**src/rtl/urt_pkg.sv**
```systemverilog
package urt_pkg;

    // Register addresses whose position is fixed by the map
    localparam int A_CTRL = 0;
    localparam int A_MODE = 1;
    localparam int A_CNT0 = 2;

    // Configuration held outside the flags
    typedef struct packed {
        logic rx_rate;
        logic tx_rate;
        logic trig_en;
        logic run;
        logic evt_sel;
        logic cap_sel;
        logic clkout_en;
        logic updown_en;
    } cfg_t;

    typedef enum logic [1:0] {
        OP_RATE    = 2'd0,
        OP_CAPTURE = 2'd1,
        OP_UPDOWN  = 2'd2,
        OP_RELOAD  = 2'd3
    } op_mode_t;

    // Priority: rate/clock-out > capture > up/down > plain reload
    function automatic op_mode_t pick_mode(cfg_t c);
        if (c.rx_rate || c.tx_rate || c.clkout_en) return OP_RATE;
        if (c.cap_sel)                             return OP_CAPTURE;
        if (c.updown_en)                           return OP_UPDOWN;
        return OP_RELOAD;
    endfunction

endpackage

```
**src/rtl/urt_sampler.sv**
```systemverilog
module urt_sampler #(
    parameter int W = 2
) (
    input  logic         clk,
    input  logic         rst,
    input  logic [W-1:0] pin,
    output logic [W-1:0] cur,
    output logic [W-1:0] prev
);
    always_ff @(posedge clk) begin
        if (rst) begin
            cur  <= '0;
            prev <= '0;
        end else begin
            cur  <= pin;
            prev <= cur;
        end
    end
endmodule

```
**src/rtl/urt_prescale.sv**
```systemverilog
module urt_prescale #(
    parameter int DIV = 2
) (
    input  logic clk,
    input  logic rst,
    input  logic run,
    output logic tick
);
    generate
        if (DIV <= 1) begin : g_pass
            assign tick = run;
        end else begin : g_div
            localparam int PW = $clog2(DIV);
            localparam logic [PW-1:0] LAST = PW'(DIV - 1);
            logic [PW-1:0] phase;
            always_ff @(posedge clk) begin
                if (rst || !run) phase <= '0;
                else if (phase == LAST) phase <= '0;
                else phase <= phase + PW'(1);
            end
            assign tick = run && (phase == LAST);
        end
    endgenerate
endmodule

```
**src/rtl/urt_engine.sv**
```systemverilog
module urt_engine
    import urt_pkg::*;
#(
    parameter int CNT_W  = 16,
    parameter int BYTE_W = 8,
    localparam int NB    = CNT_W / BYTE_W
) (
    input  logic              clk,
    input  logic              rst,
    input  cfg_t              cfg,
    input  logic              tick,
    input  logic              ext_fall,
    input  logic              dir_up,
    input  logic [BYTE_W-1:0] wr_data,
    input  logic [NB-1:0]     cnt_we,
    input  logic [NB-1:0]     rld_we,
    input  logic              flag_we,
    input  logic [1:0]        flag_wdata,
    output logic [CNT_W-1:0]  cnt,
    output logic [CNT_W-1:0]  rld,
    output logic              ovf_f,
    output logic              ext_f,
    output logic              baud_tick,
    output logic              clk_out
);
    localparam logic [CNT_W-1:0] TOP = '1;

    logic [CNT_W-1:0] cnt_n, rld_n;
    logic             ovf_n, ext_n, bt_n, co_n;
    logic             at_top, at_floor, trig;

    assign at_top   = (cnt == TOP);
    assign at_floor = (cnt == rld);
    assign trig     = cfg.trig_en && ext_fall;

    always_comb begin
        cnt_n = cnt;
        rld_n = rld;
        ovf_n = ovf_f;
        ext_n = ext_f;
        bt_n  = 1'b0;
        co_n  = clk_out;

        // software writes first; hardware events below take precedence
        if (flag_we) begin
            ovf_n = flag_wdata[1];
            ext_n = flag_wdata[0];
        end
        for (int b = 0; b < NB; b++) begin
            if (cnt_we[b]) cnt_n[b*BYTE_W +: BYTE_W] = wr_data;
            if (rld_we[b]) rld_n[b*BYTE_W +: BYTE_W] = wr_data;
        end

        unique case (pick_mode(cfg))
            OP_RATE: begin
                if (tick) begin
                    if (at_top) begin
                        cnt_n = rld;
                        bt_n  = cfg.rx_rate || cfg.tx_rate;
                        if (cfg.clkout_en) co_n = ~clk_out;
                    end else begin
                        cnt_n = cnt + CNT_W'(1);
                    end
                end
                if (trig) ext_n = 1'b1;
            end
            OP_CAPTURE: begin
                if (tick) begin
                    cnt_n = cnt + CNT_W'(1);
                    if (at_top) ovf_n = 1'b1;
                end
                if (trig) begin
                    rld_n = cnt;
                    ext_n = 1'b1;
                end
            end
            OP_UPDOWN: begin
                if (tick) begin
                    if (dir_up) begin
                        if (at_top) begin
                            cnt_n = rld;
                            ovf_n = 1'b1;
                            ext_n = ~ext_f;
                        end else begin
                            cnt_n = cnt + CNT_W'(1);
                        end
                    end else begin
                        if (at_floor) begin
                            cnt_n = TOP;
                            ovf_n = 1'b1;
                            ext_n = ~ext_f;
                        end else begin
                            cnt_n = cnt - CNT_W'(1);
                        end
                    end
                end
            end
            default: begin
                if (trig) begin
                    cnt_n = rld;
                    ext_n = 1'b1;
                end else if (tick) begin
                    if (at_top) begin
                        cnt_n = rld;
                        ovf_n = 1'b1;
                    end else begin
                        cnt_n = cnt + CNT_W'(1);
                    end
                end
            end
        endcase
    end

    always_ff @(posedge clk) begin
        if (rst) begin
            cnt       <= '0;
            rld       <= '0;
            ovf_f     <= 1'b0;
            ext_f     <= 1'b0;
            baud_tick <= 1'b0;
            clk_out   <= 1'b0;
        end else begin
            cnt       <= cnt_n;
            rld       <= rld_n;
            ovf_f     <= ovf_n;
            ext_f     <= ext_n;
            baud_tick <= bt_n;
            clk_out   <= co_n;
        end
    end
endmodule

```
**src/rtl/urt_timer.sv**
```systemverilog
module urt_timer
    import urt_pkg::*;
#(
    parameter int CNT_W    = 16,
    parameter int BYTE_W   = 8,
    parameter int PRESCALE = 2,
    localparam int NB      = CNT_W / BYTE_W,
    localparam int NREG    = 2 + 2 * NB,
    localparam int AW      = $clog2(NREG)
) (
    input  logic              clk,
    input  logic              rst,
    input  logic              wr_en,
    input  logic [AW-1:0]     wr_addr,
    input  logic [BYTE_W-1:0] wr_data,
    input  logic [AW-1:0]     rd_addr,
    output logic [BYTE_W-1:0] rd_data,
    input  logic              evt_pin,
    input  logic              ctl_pin,
    output logic              ovf_flag,
    output logic              ext_flag,
    output logic              baud_tick,
    output logic              clk_out
);
    localparam int A_RLD0 = A_CNT0 + NB;

    cfg_t             cfg_q;
    logic [1:0]       pin_cur, pin_prev;
    logic             ctl_fall, evt_fall, int_tick, cnt_tick;
    logic             ctrl_wr, mode_wr;
    logic [NB-1:0]    cnt_we, rld_we;
    logic [CNT_W-1:0] cnt_q, rld_q;

    assign ctrl_wr = wr_en && (wr_addr == AW'(A_CTRL));
    assign mode_wr = wr_en && (wr_addr == AW'(A_MODE));

    generate
        for (genvar b = 0; b < NB; b++) begin : g_lane
            assign cnt_we[b] = wr_en && (wr_addr == AW'(A_CNT0 + b));
            assign rld_we[b] = wr_en && (wr_addr == AW'(A_RLD0 + b));
        end
    endgenerate

    always_ff @(posedge clk) begin
        if (rst) begin
            cfg_q <= '0;
        end else begin
            if (ctrl_wr) begin
                cfg_q.rx_rate <= wr_data[5];
                cfg_q.tx_rate <= wr_data[4];
                cfg_q.trig_en <= wr_data[3];
                cfg_q.run     <= wr_data[2];
                cfg_q.evt_sel <= wr_data[1];
                cfg_q.cap_sel <= wr_data[0];
            end
            if (mode_wr) begin
                cfg_q.clkout_en <= wr_data[1];
                cfg_q.updown_en <= wr_data[0];
            end
        end
    end

    // bit 0: control pin, bit 1: event pin
    urt_sampler #(.W(2)) u_samp (
        .clk  (clk),
        .rst  (rst),
        .pin  ({evt_pin, ctl_pin}),
        .cur  (pin_cur),
        .prev (pin_prev)
    );
    assign ctl_fall = pin_prev[0] && !pin_cur[0];
    assign evt_fall = pin_prev[1] && !pin_cur[1];

    urt_prescale #(.DIV(PRESCALE)) u_pre (
        .clk  (clk),
        .rst  (rst),
        .run  (cfg_q.run),
        .tick (int_tick)
    );
    assign cnt_tick = cfg_q.run && (cfg_q.evt_sel ? evt_fall : int_tick);

    urt_engine #(.CNT_W(CNT_W), .BYTE_W(BYTE_W)) u_eng (
        .clk        (clk),
        .rst        (rst),
        .cfg        (cfg_q),
        .tick       (cnt_tick),
        .ext_fall   (ctl_fall),
        .dir_up     (pin_cur[0]),
        .wr_data    (wr_data),
        .cnt_we     (cnt_we),
        .rld_we     (rld_we),
        .flag_we    (ctrl_wr),
        .flag_wdata (wr_data[7:6]),
        .cnt        (cnt_q),
        .rld        (rld_q),
        .ovf_f      (ovf_flag),
        .ext_f      (ext_flag),
        .baud_tick  (baud_tick),
        .clk_out    (clk_out)
    );

    always_comb begin
        rd_data = '0;
        if (rd_addr == AW'(A_CTRL))
            rd_data = BYTE_W'({ovf_flag, ext_flag, cfg_q.rx_rate, cfg_q.tx_rate,
                               cfg_q.trig_en, cfg_q.run, cfg_q.evt_sel, cfg_q.cap_sel});
        if (rd_addr == AW'(A_MODE))
            rd_data = BYTE_W'({cfg_q.clkout_en, cfg_q.updown_en});
        for (int b = 0; b < NB; b++) begin
            if (rd_addr == AW'(A_CNT0 + b)) rd_data = cnt_q[b*BYTE_W +: BYTE_W];
            if (rd_addr == AW'(A_RLD0 + b)) rd_data = rld_q[b*BYTE_W +: BYTE_W];
        end
    end
endmodule

```
**config.mk**
```make
export PLATFORM = sky130hd
export DESIGN_NAME = urt_timer
export DESIGN_NICKNAME = d
export VERILOG_FILES = /design/src/rtl/urt_pkg.sv /design/src/rtl/urt_sampler.sv /design/src/rtl/urt_prescale.sv /design/src/rtl/urt_engine.sv /design/src/rtl/urt_timer.sv
export SDC_FILE = /design/constraint.sdc
export NUM_CORES = 1
export LEC_CHECK = 0
export ABC_AREA = 1
export BUFFER_PORTS_ARGS = -buffer_cell sky130_fd_sc_hd__buf_2
export CORE_MARGIN = 3
export CORE_UTILIZATION = 60
export CTS_CLUSTER_DIAMETER = 200
export DETAILED_ROUTE_END_ITERATION = 7
export PLACE_DENSITY = 0.86
export SETUP_SLACK_MARGIN = 0.5
export SYNTH_ARGS = -nofsm -noshare
export SYNTH_HDL_FRONTEND = slang
export SYNTH_SLANG_ARGS = --single-unit
```
**constraint.sdc**
```tcl
create_clock -name clk -period 2.1 [get_ports clk]
set_input_delay 0.21 -clock clk [delete_from_list [all_inputs] [get_ports clk]]
set_output_delay 0.21 -clock clk [all_outputs]
set_load 0.01 [all_outputs]
```
==> results of run 1 <==
-- routing by layer --
metal  GRT usage (%)  routed length (µm)  up-vias
met5               0                   0        -
met4            21.0                1660        0
met3            9.37                3220      174
met2            60.7                8390      626
met1            54.7                7140     2780
li1                -                   -     2990
-- metrics by stage --
| step | cells | total power, mW | setup WS (ns) | hold slack, ns | util (%) |
|---|---|---|---|---|---|
| 4_1_cts | 1030 | 2.59 | 0.324 | 0.0807 | 72.9 |
| 6_report | 1039 | 2.75 | 0.170 | 0.0746 | 78.0 |
| 3_3_place_gp | 1006 | 1.87 | -0.0250 | 0.411 | 67.0 |
| 3_5_place_dp | 1006 | 1.88 | 0.0629 | 0.419 | 67.0 |
| 2_1_floorplan | 882 | 1.64 | 0.499 | 0.317 | - |
| 5_1_grt | 1039 | 2.85 | 0.136 | 0.0775 | 78.0 |
-- sequential cells by signal, indices dropped and copies added, names as in the netlist --
register,flops
u_eng.baud_tick,1
u_pre.g_div.phase,1
u_eng.rld,16
u_eng.ext_f,1
u_eng.ovf_f,1
u_samp.prev,2
u_eng.cnt,16
u_samp.cur,2
u_eng.clk_out,1
cfg_q,8
-- layout make-up --
cell class	count	area (µm²)	area share, %
Tap cell	102	128	2.08
Sequential cell	49	1050	17.2
Clock buffer	5	68.8	1.12
Inverter	85	335	5.48
Multi-Input combinational cell	703	3780	61.7
Clock inverter	3	28.8	0.470
Timing Repair Buffer	92	731	11.9
-- timing repair --
item,4_1_cts,5_1_grt
setup buffers,15,6
setup endpoints to repair,44,43
pin swaps,18,25
hold buffers,0,0
gates resized for setup,76,89
gates cloned,1,3
-- logic make-up after synthesis --
logic type,count (synthesis)
AO/OA/AOI/OAI,168
buffers and inverters,131
adder cells (fa/ha/maj),2
XOR/XNOR,10
AND/OR/NAND/NOR,522
flip-flops,49
-- worst max-delay path by stage --
stage	slack, ns	to	cells past startpoint
after floorplan	0.50	u_eng.cnt[0]	14
after global placement	-0.02	u_eng.ovf_f	8
after detailed placement	0.06	u_eng.ovf_f	8
after CTS	0.32	u_eng.cnt[8]	13
after global routing	0.14	u_eng.cnt[1]	13
final	0.17	u_eng.cnt[10]	13
-- Yosys cell counts (2+ instances only) --
cell type    n
ha_1         2
o21ai_1      6
clkbuf_1    15
o21ai_0     52
o22ai_1      6
buf_4       11
nand3_1     81
buf_1        3
a21boi_0     4
nor2_4       5
a221oi_1     2
buf_6        6
nand2_1    322
nor3_1       7
inv_2       10
nand3_2      5
dfxtp_1     49
a21oi_1     55
o211ai_1    13
nor2_2      13
nor2_1      62
nand2_4      2
buf_2       11
a21oi_2      5
xor2_1       9
nand4_1     10
inv_1       73
clkinv_1     2
a211oi_1    16
nand2_2     13
a22oi_1      4
-- worst min-delay path: stages --
cell    delay (ns)
buf_2         0.10
inv_1         0.04
nor2_1        0.03
-- power breakdown --
group	switching (mW)	internal [mW]
clock	0.427	0.252
combinational	0.685	0.371
sequential	0.0589	0.953
==> results.md, run 1 <==
Run status:
- The flow ran to the end, but the final reports show violations.
- The final reports fail on design-rule violations.

Global routing:
- The number of antenna violations at the first check in global routing is 0.
- The total overflow left after global routing is 0.
- The via count of the first global-routing pass was 5,562.
- Global routing consumed, over all layers together, 40.8% of the routing resources.
- Entering global routing, the biggest net connects 43 pins.
- The wire length of the first global-routing pass is 28,900 µm.

Hold path:
- The end of the worst hold path is u_samp.cur[0].
- The worst hold path begins at ctl_pin.
- Counting instances, the worst hold path has a depth of 3.
- The worst hold path belongs to the class input port to flop.

Clock network:
- The clock tree from TritonCTS is built.
- The maximum level of the CTS H-tree is 2.
- CTS placed an instance of clkbuf_8 at the clock tree root.
- The largest buffer count on any clock path is 2.
- The clock slew seen by the registers of the worst setup and hold paths is 0.12 ns.
- The latest clock arrival within the worst-skew pair is 0.33 ns.
- The tree built by TritonCTS fans out to 49 sinks.
- The number of clock buffers added by TritonCTS is 5.

Setup path:
- The endpoint class of the critical path is a flop.
- The number of buffers and inverters on the critical path is 1.
- Among all stages on the critical path, the largest delay is contributed by dfxtp_4.
- The maximum single-stage delay on the critical path is 0.40 ns.
- Data arrives at the worst endpoint at 2.14 ns.
- The cell that appears most often on the critical path is nand2_1.
- The launching point of the worst reg2reg path is u_eng.cnt[1].
- The type of the setup path with the least slack is flop to flop.
- The startpoint of the most critical setup path is u_eng.cnt[1].
- The peak fanout along the critical path is 6.
- The worst setup path is launched from a flop.
- Among cell families on the critical path, the largest total delay comes from simple AND/OR/NAND/NOR gates.
- The register-to-register setup slack is 0.17 ns.
- The number of cells on the worst reg-to-reg path is 13.
- Walking the worst path, the cells encountered are inv_2 -> ha_4 -> nand3_2 -> nor2_4 -> nand2_1 -> nand2_1 -> nand2_1 -> nand2_1 -> nand3_1 -> o21bai_1 -> nand2_1 -> nand2_1 -> a21oi_1.
- The worst register-to-register path ends at u_eng.cnt[10].
- The worst path required time is 2.31 ns.

Power:
- Across the VDD grid, the largest voltage drop is 0.000312 V.
- The power per unit of standard cell area is 449 nW/µm².
- The standby leakage power is 2.71 nW.

STA:
- Clock skew on the completed layout was measured at 0.0120 ns.
- Setup violations remaining at the end of the flow were counted as 0.
- The worst slew slack as a fraction of its limit is 49.8%.
- The highest clock rate is 0.518 GHz.
- The slew at the pin closest to its max-slew limit is 0.751 ns.
- The post-layout minimum cycle time is 1.93 ns.
- Setup repair after global routing could not meet its margin everywhere.
- After routing, the total negative slack on setup checks comes to 0 ns.
- After layout, the worst path uses 91.9% of the clock period.
- The count of pins over their slew limit is 0.
- The number of failing hold endpoints at the final stage is 0.

Yosys:
- When the netlist entered floorplanning its net count stood at 903.
- The mean area per synthesized cell is 5.58 µm².
- Counting flops and latches in the post-synthesis netlist gives 49.
- After synthesis, the largest family of logic cells by area is simple AND/OR/NAND/NOR gates.
- The Yosys step of the flow raised 0 warnings.
- The share of the Yosys chip area taken by registers is 19.9%.
- The synthesized-area fraction occupied by and/or/nand/nor cells is 45.8%.
- In this run the biggest area consumer among cell types represents 24.6% of the synthesized area.
- The synthesized netlist devotes 0.509% of its cell area to adder and majority cells.
- The total standard cell area after synthesis is 4920 µm².
- The post-synthesis cell type with the largest combined area is nand2_1.
- The proportion of synthesized flip-flops having asynchronous set or reset is 0%.
- The most used flip-flop cell after synthesis is dfxtp_1.
- Yosys mapped the design onto 39 distinct sky130hd cell types.
- The number of instances in the synthesized netlist is 882.
- The synthesized netlist devotes 19.9% of its cell area to compound gates.
- Summing the areas of all xor and xnor instances in the mapped netlist gives 1.78% of the synthesized area.
- Yosys mapped a number of flops with a built-in enable equal to 0.
- The multiplexer share of the synthesized area is 0%.
- Sorting the synthesized cells by area gives the leading types as nand2_1 25%, dfxtp_1 20%, nand3_1 8.2%, a21oi_1 5.6%, inv_1 5.6%.

Routing:
- The routed design has 20,400 µm of wire.
- For this run, design rule violations remaining after detail routing come to 8.
- The first detailed-routing pass took 8 iterations.
- The via count is 6,570.
- The per-cell routed wire length is 19.6 µm.
- The remaining antenna violation count is 0.
- The routed via count divided by cell count is 6.32.
- For this block, the initial DRC count from the detailed router was 1,122.

Floorplanning:
- The die covers 9320 µm².
- The floorplan has 32 rows.
- The initial core utilization is 62.7%.
- During I/O placement, the number of pins put on the boundary was 31.
- The width of the chip is 96.5 µm.
- The core area is 7850 µm².
- The overall die height is 96.5 µm.

Placed design:
- After legalization and detailed placement, the total HPWL measured 13,300 µm.
- The congestion estimate from routability-driven global placement came to 1.11.
- The instance area at placement is 5260 µm².
- The count of buffers from port buffering is 30.

Finish:
- The antenna diode count is 0.
- Counting the fill cells in the layout gives 595.
- The library cell used most frequently in the layout, excluding fill and tap cells, is nand2_1.
- In the layout the commonest cells are 310 x nand2_1, 74 x nand3_1, 65 x inv_1, 53 x nor2_1, 45 x buf_4.
- After routing the design area is 6120 µm².
- The area growth from synthesis to final layout is 24.5%.
- Cells with a size suffix above 1 make up 27.0% of the layout.
- The net count of the finished layout is 957.

Flow run:
- Across the run, the number of max-cap violations was 0.
No activity file was read; power rests on OpenSTA's default activity.
==> inputs of run 2 (changes only) <==
--- a/config.mk
+++ b/config.mk
@@ -5,7 +5,6 @@
 export SDC_FILE = /design/constraint.sdc
 export NUM_CORES = 1
 export LEC_CHECK = 0
-export ABC_AREA = 1
 export BUFFER_PORTS_ARGS = -buffer_cell sky130_fd_sc_hd__buf_2
 export CORE_MARGIN = 3
 export CORE_UTILIZATION = 60
==> run 2 against run 1 <==
Effect of this change: the run now fails in global routing; area after synthesis decreased by 1.6%; synthesized cell count decreased by 26%.
==> results.md, run 2 <==
Yosys:
- The total standard cell area after synthesis is 4840 µm².
- The post-synthesis cell type with the largest combined area is dfxtp_1.
- The number of different library cells used by synthesis comes to 71.
- Synthesis produced a netlist whose cell count is 652.
- The most common cell in the netlist is nor2_1.
- After synthesis, the mean cell area works out to 7.43 µm².
- Yosys attributes the largest share of cell area to dfxtp_1 20%, mux2i_1 7.4%, xnor2_1 4.9%, nor2_1 4.7%, nand2_1 4.5%.
- The share of Yosys cell area claimed by the top area cell type is 20.3%.
- In the synthesized netlist, the cells that appear most often are 61 x nor2_1, 58 x nand2_1, 49 x dfxtp_1, 41 x a21oi_1, 36 x mux2i_1.
- Yosys mapped a number of flops with a built-in enable equal to 0.
- The number of storage elements in the synthesis netlist is 49.
- The most used flip-flop cell after synthesis is dfxtp_1.
- After synthesis, the share of flip-flops with an asynchronous set or reset is 0%.
- The post-synth net total is 673.
- The sequential share of the synthesized area is 20.3%.
- The number of warnings reported in the yosys synthesis log is 0.

Placed design:
- The instance area at placement is 5860 µm².
- Prior to clock tree synthesis, the placed netlist has a worst setup slack of -0.191 ns.
- The count of buffers from port buffering is 30.
- The wire-length estimate of the detail-placed layout is 15,700 µm.
- The placer congestion estimate is 1.13.

Global routing:
- The remaining global-route overflow is 70.
- For this run, the total global-route usage over all layers was measured as 78.4%.
- Entering global routing, the biggest net connects 34 pins.

Clock network:
- The number of buffers inserted during clock tree synthesis is 5.
- The clock passes through at most 2 buffers.
- The CTS sink count is 49.
- The H-tree generated during clock tree synthesis spans 2 levels.
- After clock tree synthesis, the flow added hold-fix buffers numbering 0.
- In this run the clock root is driven by a clkbuf_8.

Floorplanning:
- The overall die height is 95.8 µm.
- The width of the chip is 95.8 µm.
- The initial core utilization is 62.3%.
- The site row count is 32.
- The number of top-level design ports is 31.

Run status:
- The first error in the log reads "[ERROR GRT-0232] Routing congestion too high. Check the congestion heatmap in the GUI".
- The stage where the flow stopped is global routing.
- The run stopped with a tool error.
==> run 2: cell count changes after synthesis, sizes merged, moves of 31 or more <==
cell | before | now
clkbuf | 15 | 46
inv | 83 | 13
o21ai | 59 | 28
mux2i | 0 | 36
nand2 | 337 | 58
nand3 | 86 | 24
==> run 2: through the flow <==
step                      utilization [%]  hold WS (ns)  std cells
after floorplan                         -         0.338        652
after CTS                            90.5         0.104        879
after detailed placement             75.4         0.427        835
after global placement               75.4         0.412        835
==> run 2: logic make-up after synthesis <==
logic type,after synthesis,share of synthesized area [%]
compound gates,198,27.8
flops,49,20.3
buf+inv,76,9.54
xor+xnor,35,6.33
fa+ha+maj,2,0.517
simple gates,253,27.4
mux,39,8.14
==> run 2: repair_timing <==
action,in CTS
setup buffers,33
endpoints found under the setup margin,44
pin swaps,57
gates resized for setup,183
gates cloned,3
==> run 2: per-layer routing <==
metal	global-route usage (%)	overflow
met5	31.0	0
met4	79.4	30
met3	64.9	0
met2	92.4	40
met1	78.6	0
==> inputs of run 3 (changes only) <==
--- a/config.mk
+++ b/config.mk
@@ -7,11 +7,9 @@
 export LEC_CHECK = 0
 export BUFFER_PORTS_ARGS = -buffer_cell sky130_fd_sc_hd__buf_2
 export CORE_MARGIN = 3
-export CORE_UTILIZATION = 60
-export CTS_CLUSTER_DIAMETER = 200
+export CORE_UTILIZATION = 40
 export DETAILED_ROUTE_END_ITERATION = 7
-export PLACE_DENSITY = 0.86
-export SETUP_SLACK_MARGIN = 0.5
+export PLACE_DENSITY_LB_ADDON = 0.15
 export SYNTH_ARGS = -nofsm -noshare
 export SYNTH_HDL_FRONTEND = slang
 export SYNTH_SLANG_ARGS = --single-unit
==> run 3 against run 2 <==
Effect of this change: the flow now finishes, with violations (negative setup slack); synthesized cell count unchanged; area after synthesis unchanged.
==> results.md, run 3 <==
Run status:
- The flow ran to the end, but the final reports show violations.
- The checks that failed: negative setup slack.

Finish:
- The area growth from synthesis to final layout is 31.9%.
- The fill cell total of the finished layout is 1,131.
- After routing the design area is 6390 µm².
- In the final layout, the multi-input gates occupy 3730 µm².
- In the final layout, the registers with the most flip-flops are u_eng.cnt (16), u_eng.rld (16), cfg_q (8).
- The most common cell after layout, fill and taps aside is buf_4.
- The final design utilization is 55.0%.
- The share of cells above drive strength 1 is 33.2%.
- In the layout the commonest cells are 122 x buf_4, 59 x nor2_1, 57 x nand2_1, 38 x a21oi_1, 37 x dfxtp_1.
- Summing all flip-flop and latch instances after layout gives 1000 µm².
- For this run, the post-layout net count is 782.
- 0 antenna diodes ended up in the layout.

Hold path:
- The cell count of the worst hold path is 2.
- The path category of the worst min-delay check is input port to flop.

Routing:
- Dividing the detail-routed wire length by the instance count gives 24.4 µm.
- The number of optimization iterations in the first detailed-route pass is 5.
- After detailed routing, the total wire length is 22,100 µm.
- The routed layout has 6,009 vias.
- The total DRC errors in the routed layout is 0.
- The remaining antenna violation count is 0.
- The violation count after the first detailed-route iteration is 793.
- In the routed layout, each cell is associated on average with a via count of 6.64.

Setup path:
- The number of buffer and inverter stages on the critical path is 0.
- The number of gates on the worst path with buffers counted is 6.
- The cell at the slowest stage of the critical path is or4_4.
- The largest single stage delay on the critical path is 0.55 ns.
- The kind of start point of the critical path is a flop.
- Walking the worst path, the cells encountered are or4_4 -> or2_4 -> or4_1 -> and3_1 -> nand4_1 -> a41o_1.
- The gate family responsible for the most delay along the worst path is simple AND/OR/NAND/NOR gates.
- Of all nets on the critical path, the largest fanout is 6.
- The type of the setup path with the least slack is flop to flop.
- STA puts the critical path data required time at 2.35 ns.
- The worst setup path is captured at a flop.
- The number of cells on the worst reg-to-reg path is 6.
- The endpoint arrival time on the critical path is 2.41 ns.

STA:
- Counting I/O delays and the setup requirement, the final critical path takes 2.16 ns.
- Hold is met by 0.115 ns.
- The final period utilization is 103%.
- The count of pins over their slew limit is 0.
- For the pin with the worst max-slew slack, the measured transition is 0.552 ns.
- The number of failing setup endpoints in the final timing report is 3.
- The number of failing hold endpoints at the final stage is 0.
- In this run the tightest slew margin relative to its limit is 62.9%.
- The clock tree skew after final layout is 0.00969 ns.
- Setup repair after global routing could not meet its margin everywhere.
- Static timing analysis puts the maximum clock frequency at 0.463 GHz.
- The post-layout worst setup margin is -0.0611 ns.

Yosys:
- During synthesis, Yosys emitted a total of 0 warnings.
- The post-synth net total is 673.
- The most used flip-flop cell after synthesis is dfxtp_1.
- The most common cell in the synthesized netlist is nor2_1.
- The share of synthesized area in the top cell type comes to 20.3%.
- In this run, synthesis inferred 0 flip-flops with an integrated enable.
- Of all flip-flops after synthesis, the portion carrying an async set or reset was 0%.
- The sequential share of the synthesized area is 20.3%.
- The synthesized netlist contains 71 unique library cells.
- Yosys attributes the largest share of cell area to dfxtp_1 20%, mux2i_1 7.4%, xnor2_1 4.9%, nor2_1 4.7%, nand2_1 4.5%.
- After synthesis, the mean cell area works out to 7.43 µm².
- The largest total area in the synthesized netlist belongs to dfxtp_1.
- After synthesis the netlist holds a flip-flop and latch count of 49.
- In this run the cell area of the synthesized design comes to 4840 µm².
- The number of instances in the synthesized netlist is 652.
- By count the netlist is led by 61 x nor2_1, 58 x nand2_1, 49 x dfxtp_1, 41 x a21oi_1, 36 x mux2i_1.

Placed design:
- After detailed placement, the total cell area comes to 5850 µm².
- The detailed placement HPWL is 16,500 µm.
- The count of buffers from port buffering is 30.
- Routability-driven placement finished with a final weighted congestion of 1.01.
- The worst slack at placement is -0.225 ns.

Clock network:
- CTS placed an instance of clkbuf_16 at the clock tree root.
- The post-cts hold buffer count is 0.
- The number of clock buffers added by TritonCTS is 5.
- TritonCTS built the clock tree.
- The CTS sink count is 49.
- The largest buffer count on any clock path is 2.
- CTS built an H-tree with a depth of 2.
- The clock slew seen by the registers of the worst setup and hold paths is 0.08 ns.
- The latest clock arrival within the worst-skew pair is 0.31 ns.

Power:
- The worst supply voltage drop on vdd is 0.000359 V.
- Dividing total power by cell area gives a power density of 451 nW/µm².
- The analysis attributes to cell leakage a power of 2.55 nW.
- The total chip power is 2.88 mW.

Floorplanning:
- In this run the core area contains 39 standard-cell rows.
- For this configuration, the core starts out at a cell density of 41.7%.
- From bottom edge to top edge, the die measures 116 µm.
- The width of the chip is 116 µm.
- The floorplan step defined a die boundary enclosing 13,500 µm².
- 31 I/O pins were placed.
- The core region is 11,600 µm².

Global routing:
- The via count of the first global-routing pass is 5,613.
- The maximum number of pins on one net before global-route repair is 34.
- The number of antenna violations at the first check in global routing is 0.
- For this run the aggregate overflow at the end of global routing stands at 0.
- The wire length of the first global-routing pass is 33,200 µm.
- Global routing consumed, over all layers together, 32.5% of the routing resources.

Flow run:
- The count of maximum capacitance violations is 0.
[run 3: cell counts after synthesis]
No cell type changed its count.
[run 3: report_power, final]
part           leakage [nW]  switching, mW  internal, mW
Sequential            0.404         0.0341         0.961
Clock                0.0763          0.438         0.459
Combinational          2.07          0.562         0.427
[run 3: through the flow]
step                      std cells  TNS [ns]
after global routing            905    -0.679
final                           905    -0.111
after detailed placement        889     -1.93
after floorplan                 652    -0.300
after CTS                       900    -0.156
after global placement          889     -1.96
[run 3: layer usage]
layer / wire [µm] / track usage [%] / up-vias / share of wire, %
li1: - / - / 2687 / -
met1: 8710 / 44.2 / 2788 / 39
met2: 9840 / 49.9 / 459 / 44
met3: 2460 / 5.64 / 75 / 11
met4: 1110 / 15.7 / 0 / 5.0
met5: 0 / 0 / - / 0
[run 3: final cells by class]
| class | count | area share (%) |
|---|---|---|
| multi-input cells | 527 | 58.5 |
| repair buffers | 165 | 19.8 |
| flip-flops and latches | 49 | 15.7 |
| well taps | 143 | 2.80 |
| clock buffers | 5 | 1.96 |
| inverters | 13 | 0.842 |
| clock inverters | 3 | 0.451 |
[run 3: logic make-up after synthesis]
| group | synth area share [%] |
|---|---|
| flops | 20.3 |
| buf+inv | 9.54 |
| fa+ha+maj | 0.517 |
| mux | 8.14 |
| compound gates | 27.8 |
| xor+xnor | 6.33 |
| simple gates | 27.4 |
[run 3: repair_timing]
item	4_1_cts	5_1_grt
resized for setup	37	41
endpoints found under the setup margin	19	20
gates cloned	0	0
setup buffers	3	5
pin swaps	12	17
[run 3: final timing paths]
path | startpoint | endpoint | slack [ns]
setup / recovery | u_eng.cnt[0] | u_eng.cnt[13] | -0.06
setup reg to reg | u_eng.cnt[0] | u_eng.cnt[13] | -0.06
hold reg to reg | u_pre.g_div.phase | u_pre.g_div.phase | 0.43
hold / removal | evt_pin | u_samp.cur[1] | 0.11
